**config.mk**
```make
export PLATFORM = sky130hd
export DESIGN_NAME = speed_downshift_ctrl
export DESIGN_NICKNAME = d
export VERILOG_FILES = /design/src/rtl/sd_pkg.sv /design/src/rtl/sd_fail_counter.sv /design/src/rtl/sd_tier_seq.sv /design/src/rtl/sd_adv_map.sv /design/src/rtl/speed_downshift_ctrl.sv
export SDC_FILE = /design/constraint.sdc
export NUM_CORES = 1
export LEC_CHECK = 0
export ABC_AREA = 1
export BUFFER_PORTS_ARGS = -buffer_cell sky130_fd_sc_hd__buf_4
export CAP_MARGIN = 10
export CORE_AREA = 2 2 39 41
export CTS_BUF_LIST = sky130_fd_sc_hd__clkbuf_4 sky130_fd_sc_hd__clkbuf_8
export DETAILED_ROUTE_END_ITERATION = 16
export DIE_AREA = 0 0 41 43
export HOLD_SLACK_MARGIN = 0.05
export SLEW_MARGIN = 20
export SYNTH_ARGS = -nofsm -noshare
export SYNTH_HDL_FRONTEND = slang
export SYNTH_SLANG_ARGS = --single-unit
```
**constraint.sdc**
```tcl
create_clock -name clk -period 3.1 [get_ports clk]
set_input_delay 0.465 -clock clk [delete_from_list [all_inputs] [get_ports clk]]
set_output_delay 0.465 -clock clk [all_outputs]
set_load 0.01 [all_outputs]
```
**src/rtl/sd_pkg.sv**
```systemverilog
package sd_pkg;
  localparam int unsigned SD_NUM_SPEEDS = 3;
  localparam int unsigned SD_SEL_W      = 2;
  localparam int unsigned SD_TIER_W     = $clog2(SD_NUM_SPEEDS);

  typedef logic [SD_TIER_W-1:0] sd_tier_t;

  localparam sd_tier_t SD_TIER_ALL = '0;
endpackage

```
**src/rtl/sd_fail_counter.sv**
```systemverilog
module sd_fail_counter #(
  parameter int unsigned SEL_W = 2
) (
  input  logic             clk,
  input  logic             rst_n,
  input  logic             clr,
  input  logic             inc,
  input  logic [SEL_W-1:0] sel,
  output logic             hit
);
  logic [SEL_W-1:0] cnt_q;

  // The count holds prior failures, so an equal compare means this
  // failure is number sel+1.
  assign hit = inc && (cnt_q == sel);

  always_ff @(posedge clk or negedge rst_n) begin
    if (!rst_n)          cnt_q <= '0;
    else if (clr || hit) cnt_q <= '0;
    else if (inc)        cnt_q <= cnt_q + 1'b1;
  end
endmodule

```
**src/rtl/sd_tier_seq.sv**
```systemverilog
module sd_tier_seq
  import sd_pkg::*;
#(
  parameter int unsigned NUM_SPEEDS = SD_NUM_SPEEDS,
  parameter int unsigned TIER_W     = $clog2(NUM_SPEEDS)
) (
  input  logic              clk,
  input  logic              rst_n,
  input  logic              start,
  input  logic              enable,
  input  logic              step,
  input  logic              allow_low,
  output logic [TIER_W-1:0] tier,
  output logic              restart
);
  localparam logic [TIER_W-1:0] LAST     = TIER_W'(NUM_SPEEDS - 1);
  localparam logic [TIER_W-1:0] PRE_LAST = TIER_W'(NUM_SPEEDS - 2);

  logic [TIER_W-1:0] tier_q, nxt_tier;
  logic              rst_q;

  always_comb begin
    if (tier_q == LAST || (tier_q == PRE_LAST && !allow_low))
      nxt_tier = '0;
    else
      nxt_tier = tier_q + 1'b1;
  end

  always_ff @(posedge clk or negedge rst_n) begin
    if (!rst_n) begin
      tier_q <= '0;
      rst_q  <= 1'b0;
    end else if (start) begin
      tier_q <= '0;
      rst_q  <= 1'b1;
    end else if (!enable) begin
      tier_q <= '0;
      rst_q  <= 1'b0;
    end else if (step) begin
      tier_q <= nxt_tier;
      rst_q  <= 1'b1;
    end else begin
      rst_q  <= 1'b0;
    end
  end

  assign tier    = tier_q;
  assign restart = rst_q;
endmodule

```
**src/rtl/sd_adv_map.sv**
```systemverilog
module sd_adv_map #(
  parameter int unsigned NUM_SPEEDS = 3,
  parameter int unsigned TIER_W     = $clog2(NUM_SPEEDS)
) (
  input  logic [TIER_W-1:0]     tier,
  input  logic                  force_all,
  output logic [NUM_SPEEDS-1:0] adv
);
  // Bit NUM_SPEEDS-1 is the fastest speed; tier t removes the t fastest.
  for (genvar i = 0; i < NUM_SPEEDS; i++) begin : g_bit
    assign adv[i] = force_all || (int'(tier) <= (NUM_SPEEDS - 1 - i));
  end
endmodule

```
**src/rtl/speed_downshift_ctrl.sv**
```systemverilog
module speed_downshift_ctrl
  import sd_pkg::*;
#(
  parameter int unsigned NUM_SPEEDS = SD_NUM_SPEEDS,
  parameter int unsigned SEL_W      = SD_SEL_W,
  parameter int unsigned TIER_W     = $clog2(NUM_SPEEDS)
) (
  input  logic                  clk,
  input  logic                  rst_n,
  input  logic                  start_i,
  input  logic                  fail_i,
  input  logic                  link_up_i,
  input  logic                  dshift_en_i,
  input  logic                  allow_10_i,
  input  logic [SEL_W-1:0]      thresh_sel_i,
  output logic [NUM_SPEEDS-1:0] adv_o,
  output logic                  restart_o,
  output logic [TIER_W-1:0]     tier_o
);
  logic fail_ok, cnt_clr, step;

  assign fail_ok = fail_i && dshift_en_i && !link_up_i && !start_i;
  assign cnt_clr = start_i || !dshift_en_i || link_up_i;

  sd_fail_counter #(.SEL_W(SEL_W)) u_cnt (
    .clk   (clk),
    .rst_n (rst_n),
    .clr   (cnt_clr),
    .inc   (fail_ok),
    .sel   (thresh_sel_i),
    .hit   (step)
  );

  sd_tier_seq #(.NUM_SPEEDS(NUM_SPEEDS), .TIER_W(TIER_W)) u_seq (
    .clk       (clk),
    .rst_n     (rst_n),
    .start     (start_i),
    .enable    (dshift_en_i),
    .step      (step),
    .allow_low (allow_10_i),
    .tier      (tier_o),
    .restart   (restart_o)
  );

  sd_adv_map #(.NUM_SPEEDS(NUM_SPEEDS), .TIER_W(TIER_W)) u_map (
    .tier      (tier_o),
    .force_all (!dshift_en_i),
    .adv       (adv_o)
  );
endmodule

```
### After elaboration in Yosys (flattened, before gate mapping)

Index checks and enable logic that the tools add are counted.
Widths: inputs -> output; s select.

* muxes and demuxes: 9
* equality and inequality tests: 4
* order comparisons: 3
* add/subtract/negate cells: 2
* reductions and logical operators: 17

Operators by type and width (number)
* $mux 2: 6
* $logic_or 1x1->1: 7
* $logic_and 1x1->1: 5
* $add 2x1->2 const B: 2
* $le 2x1->1 const B: 2
* $logic_not 1->1: 4
* $mux 1: 3
* $ne 3x2->1 const B: 1
* $eq 2x1->1 const B: 1
* $eq 2x2->1: 1
* $eq 2x2->1 const B: 1
* $le 2x2->1 const B: 1
* $reduce_bool 2->1: 1

* word-level logic and storage cells: 38
* bits in registers: 5

### Longest topological paths before layout

* depth after elaboration: 7
* depth in mapped cells: 7

### By module

Synthesis repeated with hierarchy kept, for this count alone.

* cells, all modules: 55
* area total of the unflattened synthesis: 374.1 µm²

By module, submodules not included
* sd_tier_seq: times used 1, area an instance 187.7 µm², sequential area each 75.1 µm², cells an instance 23
* sd_fail_counter: times used 1, area an instance 140.1 µm², sequential area each 50.0 µm², cells an instance 22
* speed_downshift_ctrl: times used 1, area an instance 28.8 µm², sequential area each 0.0 µm², cells an instance 6
* sd_adv_map: times used 1, area an instance 17.5 µm², sequential area each 0.0 µm², cells an instance 4

### Least setup slack after synthesis

No wires, ideal clock.

* path kind: reg2out
* start point: register u_seq.tier_q[0], in the netlist u_seq.tier[0]
* end point: output port adv_o[2]
* data arrival time: 1.022 ns
* path slack: 1.613 ns
* buffers on the path: 0
* stages on the path, launching flop included: 4
* cell sequence: dfrtp_1 -> inv_1 -> ha_1 -> or2_2

* cells in the longest elaborated chain, start to end: 2

Ends and longest elaborated chain
* from (decl): RTL line sd_tier_seq.sv:19 `logic [TIER_W-1:0] tier_q, nxt_tier;`
* from (signal assigned): RTL line sd_tier_seq.sv:40 `tier_q <= nxt_tier;`
* $le 2x1->1: RTL line sd_adv_map.sv:11 `assign adv[i] = force_all || (int'(tier) <= (NUM_SPEEDS - 1 - i));`
* $logic_or 1x1->1: RTL line sd_adv_map.sv:11
* to (decl): RTL line speed_downshift_ctrl.sv:16 `output logic [NUM_SPEEDS-1:0] adv_o,`

No other way between the ends.

### Worst setup path in the final report

* start point: register u_seq.tier_q[1], in the netlist u_seq.tier[1]
* end point: output port adv_o[2]

The elaborated chain is that of the path after synthesis.

==> out/qor.txt <==
outcome: finished clean
Worst path top cell family by delay: flip-flops
crit-path cells: inv_1, ha_1, or2_2, buf_4
Min Hold Slack: 420.0 ps
Final Worst Setup Slack: 1211 ps
Port Buffers: 14
CTS clk-pin slew, worst paths: 50 ps
Worst Path Required: 2630 ps
FF/Latch Area: 125.1 µm²
top cells by area, synth: dfrtp_1 30%, ha_1 15%, nand2_1 12%
Final Routed Wirelength: 847 µm
Max-Cap Viols: 0
Row Count: 14
Crit. End Element: output pin
Rel. slew slack: 0.8552
GP Congestion: 0.7406
RSZ-0062 raised after global routing: false
Buf/Inv on CP: 2
top-area cell type share of the netlist area: 0.3012
post-place setup slack: 1485 ps
DRC errors left: 0
pin slew with the least headroom to its limit: 217.1 ps
CTS Buf Count: 3
final setup TNS: 0 ps
CP Class: reg2out
Nets: 89
IO Count: 15
Startpoint Class: register
Tot GR Track Use: 0.1302
fin util: 0.4195
critical path data arrival time: 1420 ps
chip width: 41 µm
register area share after synthesis: 0.3012
commonest non-fill, non-tap cell in the layout: buf_4
initial DRC count: 2
Period minus WS final: 1889 ps
Starting Density: 0.3002
syn nets: 69
synthesized area: 415.4 µm²
Slew Limit Fails: 0
routed length per instance: 9.411 µm
H-tree level count: 1
maximum root-to-sink buffer count: 2
Synth Instances: 55
Detailed Place HPWL: 737.3 µm
distinct cell type count of the synthesized netlist: 15
Pwr Density: 310.4 nW/µm²
layout cells sized above 1: 0.3784
root buf cell: clkbuf_4
CP max stage cell: dfrtp_1
total gr overflow: 0
Slowest Stage Delay on Critical Path: 450 ps
syn avg cell area: 7.553 µm²
Die Ht: 43 µm
DRT antenna net count: 0
antenna violations before repair: 0
Hold Fails Final Rpt: 0
footprint of the multi-input gates: 249.0 µm²
number of global-route vias before repair: 414
Max Fclk: 0.5293 GHz
vias post-DR: 409
final clock skew: 2.881 ps
fill count: 155
leak pwr: 0.3220 nW
PostCTS Resize Cnt: 0
CP Max Fanout: 6
clk sink count: 5
Ys Warns: 0
area leader, netlist: dfrtp_1
pin count of the biggest net entering global routing: 7
Final Setup Violations: 0
Area Growth Syn to Fin: 39.76%
Skew-Pair Late Insertion Delay: 240 ps
most frequent cells in the layout: 14 x buf_4, 13 x nand2_1, 9 x inv_1
period utilization: 0.6094
CTS tree: built
Synth Register Bits: 5
global-route wire length before repair: 1504 µm
Core Area: 1384 µm²
min-delay worst type: in2reg
Vias per Instance: 4.544
Max VDD drop: 115.2 µV
Post-CTS Setup Repair Bufs: 0
die area: 1763 µm²
Antenna diodes: 0
drt pass-1 iters: 4
## power by group
group          leakage, nW  internal (W)  switching, W
sequential          0.0672     0.0000668   0.000000997
combinational        0.236     0.0000134     0.0000143
clock               0.0184     0.0000574     0.0000274
## flip-flops by register name, summed over array words and instances (netlist names)
register	flops
u_cnt.cnt_q	2
u_seq.restart	1
u_seq.tier	2
## layer usage
layer / track usage / part of all wire / vias up
met3: 0.03665 / 0.040 / 2
met2: 0.2063 / 0.51 / 15
met1: 0.1340 / 0.44 / 184
met4: 0.1000 / 0.014 / 0
met5: 0 / 0 / -
li1: - / - / 208
## final timing paths
check | startpoint | end | slack, ps | cells after the start
worst min-delay path | start_i | u_seq.restart | 420 | 3
worst max-delay path | u_seq.tier[1] | adv_o[2] | 1210 | 4
max in group asynchronous | rst_n | u_seq.restart | 2430 | 2
worst max register to register | u_seq.tier[1] | u_seq.tier[1] | 1810 | 7
worst min register to register | u_cnt.cnt_q[0] | u_cnt.cnt_q[0] | 600 | 2
min in group asynchronous | rst_n | u_seq.tier[0] | 560 | 2
## cell families (layout without fill, tap and decap cells)
kind of cell | Yosys count | after routing | share of synthesized area
fa+ha+maj | 5 | 5 | 0.1506
buf+inv | 11 | 30 | 0.09940
simple gates | 33 | 33 | 0.4277
xor+xnor | 1 | 1 | 0.02109
flops | 5 | 5 | 0.3012
## cells in the mapped netlist
cell type  count
dfrtp_1        5
ha_1           5
inv_1          9
inv_2          2
nand2_1       13
nand2_2        4
nand3_1        8
nand4_1        2
nor2_1         1
nor2_2         1
nor2_4         1
nor3_4         1
nor3b_1        1
or2_2          1
xor2_1         1
## worst reg2reg max path: cells and delay by family (launching register included)
| kind | cells | cell delay (ps) |
|---|---|---|
| buffers and inverters | 2 | 200 |
| adder cells (fa/ha/maj) | 1 | 190 |
| flip-flops | 1 | 450 |
| AND/OR/NAND/NOR | 4 | 400 |
## through the flow
step                       power [W]  cells  area [µm²]
final                      0.0001802     90       580.6
after floorplan           0.00008143     55       415.4
after CTS                  0.0001865     90       580.6
after detailed placement  0.00009589     85       540.5
after global placement    0.00009547     85       540.5
after global routing       0.0001935     90       580.6
## repair_timing
item	CTS	global route
hold endpoints to repair	5	0
hold buffers	1	0
setup endpoints to repair	0	0
## layout make-up
cell class | count | share of cell area
repair buffers | 15 | 0.1983
well taps | 16 | 0.03448
flip-flops and latches | 5 | 0.2155
clock buffers | 4 | 0.05172
inverters | 11 | 0.07112
multi-input cells | 39 | 0.4289
Note: power is estimated with default switching activity, not from simulation.
